### src/rtl/fsr_pkg.sv
package fsr_pkg;
    typedef enum logic {
        SENSE_SHUNT = 1'b0,
        SENSE_PROT  = 1'b1
    } sense_mode_e;

    typedef struct packed {
        logic act;   // a qualifying sample was taken this cycle
        logic up;    // 1 raise frequency, 0 settle toward floor
    } slew_cmd_t;
endpackage

### src/rtl/fsr_floor.sv
module fsr_floor #(
    parameter int FW       = 12,
    parameter int F_START  = 1080,
    parameter int F_BOTTOM = 430
) (
    input  logic          mode_i,
    input  logic [FW-1:0] ff_i,
    output logic [FW-1:0] floor_o
);
    localparam logic [FW-1:0] START_W  = FW'(F_START);
    localparam logic [FW-1:0] BOTTOM_W = FW'(F_BOTTOM);

    logic [FW-1:0] raised;

    always_comb begin
        raised = (ff_i > BOTTOM_W) ? ff_i : BOTTOM_W;
        if (raised > START_W) begin
            raised = START_W;
        end
        floor_o = (fsr_pkg::sense_mode_e'(mode_i) == fsr_pkg::SENSE_PROT) ? raised : BOTTOM_W;
    end
endmodule

### src/rtl/fsr_decide.sv
module fsr_decide (
    input  logic                mode_i,
    input  logic                strobe_end_i,
    input  logic                strobe_on_i,
    input  logic                cmp_i,
    output fsr_pkg::slew_cmd_t  cmd_o
);
    import fsr_pkg::*;

    always_comb begin
        cmd_o = '0;
        if (sense_mode_e'(mode_i) == SENSE_SHUNT) begin
            cmd_o.act = strobe_end_i;
            cmd_o.up  = ~cmp_i;          // sense above threshold -> lower
        end else begin
            cmd_o.act = strobe_on_i;
            cmd_o.up  = cmp_i;           // capacitive detected -> raise
        end
    end
endmodule

### src/rtl/fsr_slew.sv
module fsr_slew #(
    parameter int FW       = 12,
    parameter int F_START  = 1080,
    parameter int STEP_UP  = 25,
    parameter int STEP_DN  = 10,
    parameter int STEP_IGN = 1
) (
    input  logic               [FW-1:0] freq_i,
    input  logic               [FW-1:0] floor_i,
    input  fsr_pkg::slew_cmd_t          cmd_i,
    input  logic                        ign_i,
    output logic               [FW-1:0] freq_o
);
    localparam int EW = FW + 1;
    localparam logic [EW-1:0] START_E = EW'(F_START);
    localparam logic [EW-1:0] UP_E    = EW'(STEP_UP);

    logic [EW-1:0] f_e;
    logic [EW-1:0] fl_e;
    logic [EW-1:0] up_sum;
    logic [EW-1:0] dn_e;

    generate
        if (STEP_IGN == STEP_DN) begin : g_one_rate
            assign dn_e = EW'(STEP_DN);
        end else begin : g_two_rate
            assign dn_e = ign_i ? EW'(STEP_IGN) : EW'(STEP_DN);
        end
    endgenerate

    always_comb begin
        f_e    = {1'b0, freq_i};
        fl_e   = {1'b0, floor_i};
        up_sum = f_e + UP_E;
        freq_o = freq_i;
        if (cmd_i.act) begin
            if (cmd_i.up) begin
                freq_o = (up_sum > START_E) ? START_E[FW-1:0] : up_sum[FW-1:0];
            end else if (f_e > fl_e) begin
                freq_o = ((f_e - fl_e) > dn_e) ? FW'(f_e - dn_e) : floor_i;
            end else if (f_e < fl_e) begin
                freq_o = (up_sum > fl_e) ? floor_i : up_sum[FW-1:0];
            end
        end
    end
endmodule

### src/rtl/freq_slew_reg.sv
module freq_slew_reg #(
    parameter int FW       = 12,
    parameter int F_START  = 1080,
    parameter int F_BOTTOM = 430,
    parameter int STEP_UP  = 25,
    parameter int STEP_DN  = 10,
    parameter int STEP_IGN = 1
) (
    input  logic          clk,
    input  logic          rst_n,
    input  logic          start_i,
    input  logic          mode_i,
    input  logic          ign_i,
    input  logic          strobe_end_i,
    input  logic          strobe_on_i,
    input  logic          cmp_i,
    input  logic [FW-1:0] ff_floor_i,
    output logic [FW-1:0] freq_o,
    output logic          bottom_o
);
    localparam logic [FW-1:0] START_W = FW'(F_START);

    typedef struct packed {
        logic [FW-1:0] freq;
    } reg_state_t;

    reg_state_t         st_d, st_q;
    logic [FW-1:0]      floor_w;
    logic [FW-1:0]      slewed_w;
    fsr_pkg::slew_cmd_t cmd_w;

    fsr_floor #(.FW(FW), .F_START(F_START), .F_BOTTOM(F_BOTTOM)) u_floor (
        .mode_i  (mode_i),
        .ff_i    (ff_floor_i),
        .floor_o (floor_w)
    );

    fsr_decide u_decide (
        .mode_i       (mode_i),
        .strobe_end_i (strobe_end_i),
        .strobe_on_i  (strobe_on_i),
        .cmp_i        (cmp_i),
        .cmd_o        (cmd_w)
    );

    fsr_slew #(.FW(FW), .F_START(F_START), .STEP_UP(STEP_UP),
               .STEP_DN(STEP_DN), .STEP_IGN(STEP_IGN)) u_slew (
        .freq_i  (st_q.freq),
        .floor_i (floor_w),
        .cmd_i   (cmd_w),
        .ign_i   (ign_i),
        .freq_o  (slewed_w)
    );

    always_comb begin
        st_d = st_q;
        if (start_i) begin
            st_d.freq = START_W;
        end else begin
            st_d.freq = slewed_w;
        end
    end

    always_ff @(posedge clk) begin
        if (!rst_n) begin
            st_q.freq <= START_W;
        end else begin
            st_q <= st_d;
        end
    end

    assign freq_o   = st_q.freq;
    assign bottom_o = (st_q.freq == floor_w);
endmodule

### config.mk
export PLATFORM = sky130hd
export DESIGN_NAME = freq_slew_reg
export DESIGN_NICKNAME = d
export VERILOG_FILES = /design/src/rtl/fsr_pkg.sv /design/src/rtl/fsr_floor.sv /design/src/rtl/fsr_decide.sv /design/src/rtl/fsr_slew.sv /design/src/rtl/freq_slew_reg.sv
export SDC_FILE = /design/constraint.sdc
export NUM_CORES = 1
export LEC_CHECK = 0
export BUFFER_PORTS_ARGS = -buffer_cell sky130_fd_sc_hd__buf_2
export CORE_MARGIN = 2
export CORE_UTILIZATION = 25
export CTS_BUF_LIST = sky130_fd_sc_hd__clkbuf_4 sky130_fd_sc_hd__clkbuf_8
export DETAILED_ROUTE_END_ITERATION = 6
export GPL_TIMING_DRIVEN = 0
export PLACE_DENSITY_LB_ADDON = 0.12
export SLEW_MARGIN = 15
export SYNTH_ARGS = -nofsm -noshare
export SYNTH_HDL_FRONTEND = slang
export SYNTH_SLANG_ARGS = --single-unit
### constraint.sdc
create_clock -name clk -period 13.98 [get_ports clk]
set_input_delay 2.796 -clock clk [delete_from_list [all_inputs] [get_ports clk]]
set_output_delay 2.796 -clock clk [all_outputs]
set_load 0.02 [all_outputs]
==> impl_metrics.json <==
{
  "cts_resized": 0,
  "yosys-mux-area-fraction_pct": 2.92,
  "dpl_cell_area_sq_um": 3390,
  "synth_top_area_share_pct": 13.6,
  "dp_hpwl_um": 8980,
  "synthSimpleGateAreaFrac_pct": 26.1,
  "clk_pin_slew_ps": 70,
  "tightest_slew_ps": 984,
  "arrival_ps": 5460,
  "rr_worst_depth": 14,
  "finClkSkew_ps": 3.33,
  "largest_register_ffs": 12,
  "top_usage_layer": "met2",
  "async_flop_share_pct": 0,
  "grt_overflow_total": 0,
  "fillers": 1285,
  "crit_type": "input pin to primary output",
  "drive_gt1_share_pct": 18.0,
  "fin_crit_ps": 8260,
  "drt_iter0_markers": 175,
  "crit_slowest_cell": "or4_1",
  "power_w": 0.000217,
  "die_y_um": 114,
  "cts_tree": "done",
  "final_util_pct": 28.8,
  "rows": 40,
  "synth_top_family_by_area": "compound AO/OA/AOI/OAI gates",
  "globalplace.congestion": 0.850,
  "hold_violations": 0,
  "grt_max_degree": 12,
  "synth_edf_count": 0,
  "remaining_drc_errors": 0,
  "totalWireLength_um": 10900,
  "status": "completed",
  "core_sq_um": 12000,
  "slew_headroom_pct": 33.7,
  "io_buffers": 31,
  "hp-class": "flop to flop",
  "synth.largest_area_cell": "ha_1",
  "grtUsageMet2_pct": 28.5,
  "cts_root_buffer": "clkbuf_8",
  "required_ps": 11180,
  "rsz0062_at_grt": "false",
  "synthDistinctLibCells": 83,
  "cts-hold-fix-buffers": 0,
  "p_leak_nw": 1.38,
  "areaGrowthSynthToFinish_pct": 13.1,
  "avgViaCountPerCell": 5.46,
  "cp_common_cell": "buf_2",
  "irDropWorstVdd_v": 0.0000286,
  "cts_setup_buffers": 0,
  "insertion_delay_ps": 250,
  "grt_pass1_wl_um": 17700,
  "synth-seq-area-share_pct": 7.89,
  "use_met1_pct": 24.3,
  "postLayoutCellArea_sq_um": 3440,
  "synth_cells": 398,
  "synth_adder_area_share_pct": 14.9,
  "synth_area_per_cell_sq_um": 7.65,
  "wire_per_inst_um": 18.8,
  "syn_area_sq_um": 3050,
  "met3_usage_pct": 2.65,
  "crit_fanout": 7,
  "synth_compound_area_share_pct": 36.6,
  "synthTopCellsByCount": "nor2_1 (37), ha_1 (33), a21oi_1 (26), nand2_1 (21), o21ai_0 (21)",
  "antenna_found_initial": 0,
  "synth_xor_area_share_pct": 6.61,
  "initial_utilization_pct": 25.5,
  "numCtsBuffers": 3,
  "slew_viol_final": 0,
  "fin_setup_tns_ps": 0,
  "track_usage_pct": 17.3,
  "period_share_pct": 59.1,
  "worstSetupStartpointType": "input pin",
  "yosys_most_used_dff": "dfxtp_1",
  "fmaxAchievable_ghz": 0.121,
  "clock_sinks": 12,
  "cpPeakStageDelay_ps": 520,
  "first_pass_iters": 4,
  "synth.most_common_cell": "nor2_1",
  "hold_depth": 1,
  "n_antenna_cell": 0,
  "die-area_sq_um": 13100,
  "end_kind": "primary output",
  "io_pins": 33,
  "antenna_left": 0,
  "drv_cap": 0,
  "grt_pass1_vias": 3208,
  "yosysWarningCount": 0,
  "cp_cell_sequence": "buf_2, or4_1, nor2_1, a21oi_1, nand3b_1, ha_1, nand4_1, nor3_2, buf_2",
  "ys_seq_elements": 12,
  "power.density_nw_per_um2": 63.1,
  "cts_max_level": 1,
  "setup_viol": 0,
  "dr_total_vias": 3173,
  "nets": 490,
  "netlist_top_cells_area": "ha_1 (14%), dfxtp_1 (7.9%), nor2_1 (4.6%), a21oi_1 (4.3%), xnor2_1 (3.7%)",
  "die_w_um": 114,
  "clk_path_buf_depth": 2
}
[final timing paths]
| check | start | to | slack, ps |
|---|---|---|---|
| worst max-delay path | ff_floor_i[9] | bottom_o | 5720 |
| worst min-delay path | freq_o[11] | freq_o[11] | 810 |
| worst max register to register | freq_o[1] | freq_o[4] | 9760 |
| worst min register to register | freq_o[11] | freq_o[11] | 810 |
[final cells by class]
type / count / area (sq um) / area share (%)
flip-flops and latches: 12 / 240 / 6.97
plain buffers: 17 / 101 / 2.94
clock buffers: 4 / 55.1 / 1.60
multi-input cells: 357 / 2660 / 77.2
repair buffers: 31 / 155 / 4.50
inverters: 13 / 48.8 / 1.42
well taps: 147 / 184 / 5.34
[worst max-delay path, delay by kind of cell]
kind	cells	cell delay, ps
buffers and inverters	2	390
and+or+nand+nor	5	1650
adders and majority gates	1	480
AOI/OAI and AO/OA	1	170
[where the power goes]
| group | switching [W] | leakage, nW | internal, W |
|---|---|---|---|
| Combinational | 0.0000835 | 1.26 | 0.0000514 |
| Clock | 0.0000163 | 0.0288 | 0.0000250 |
| Sequential | 0.00000507 | 0.0978 | 0.0000363 |
| Total | 0.000105 | 1.38 | 0.000113 |
[placed cells by master (no fill, tap or decap), types with 4 or more instances in the layout]
cell,netlist,routed
a211oi_1,5,5
a21o_1,9,9
a21oi_1,26,26
a31oi_1,8,8
and3_1,4,4
buf_2,9,40
clkbuf_1,4,4
clkbuf_8,0,4
dfxtp_1,12,12
ha_1,33,33
inv_1,13,13
mux2i_1,4,4
nand2_1,21,21
nand2b_1,8,8
nand3_1,12,12
nand4_1,9,9
nand4b_1,4,4
nor2_1,37,37
nor2b_1,6,6
nor3_1,18,18
o211ai_1,8,8
o21a_1,10,10
o21ai_0,21,21
o21ai_1,5,5
xnor2_1,13,13
xor2_1,10,10
[per-layer routing]
metal / up-vias / share of wire (%) / wire length [um]
li1: 1610 / - / -
met1: 1483 / 50 / 5430
met2: 68 / 45 / 4940
met3: 12 / 3.6 / 391
met4: 0 / 1.4 / 153
met5: - / 0 / 0
[cells by family after synthesis]
group,after synthesis
DFF,12
muxes,7
and+or+nand+nor,146
xor gates and xnor gates,23
AOI/OAI and AO/OA,144
buffers and inverters,30
adders and majority gates,35
other,1
[through the flow]
step | setup WS, ps | cells | hold WS [ps]
finish | 5720 | 581 | 807
global route | 5440 | 581 | 870
CTS | 5640 | 581 | 822
detailed placement | 5650 | 577 | 810
global placement | 5650 | 577 | 809
floorplan | 6340 | 399 | 796
(Power assumes the default switching activity.)
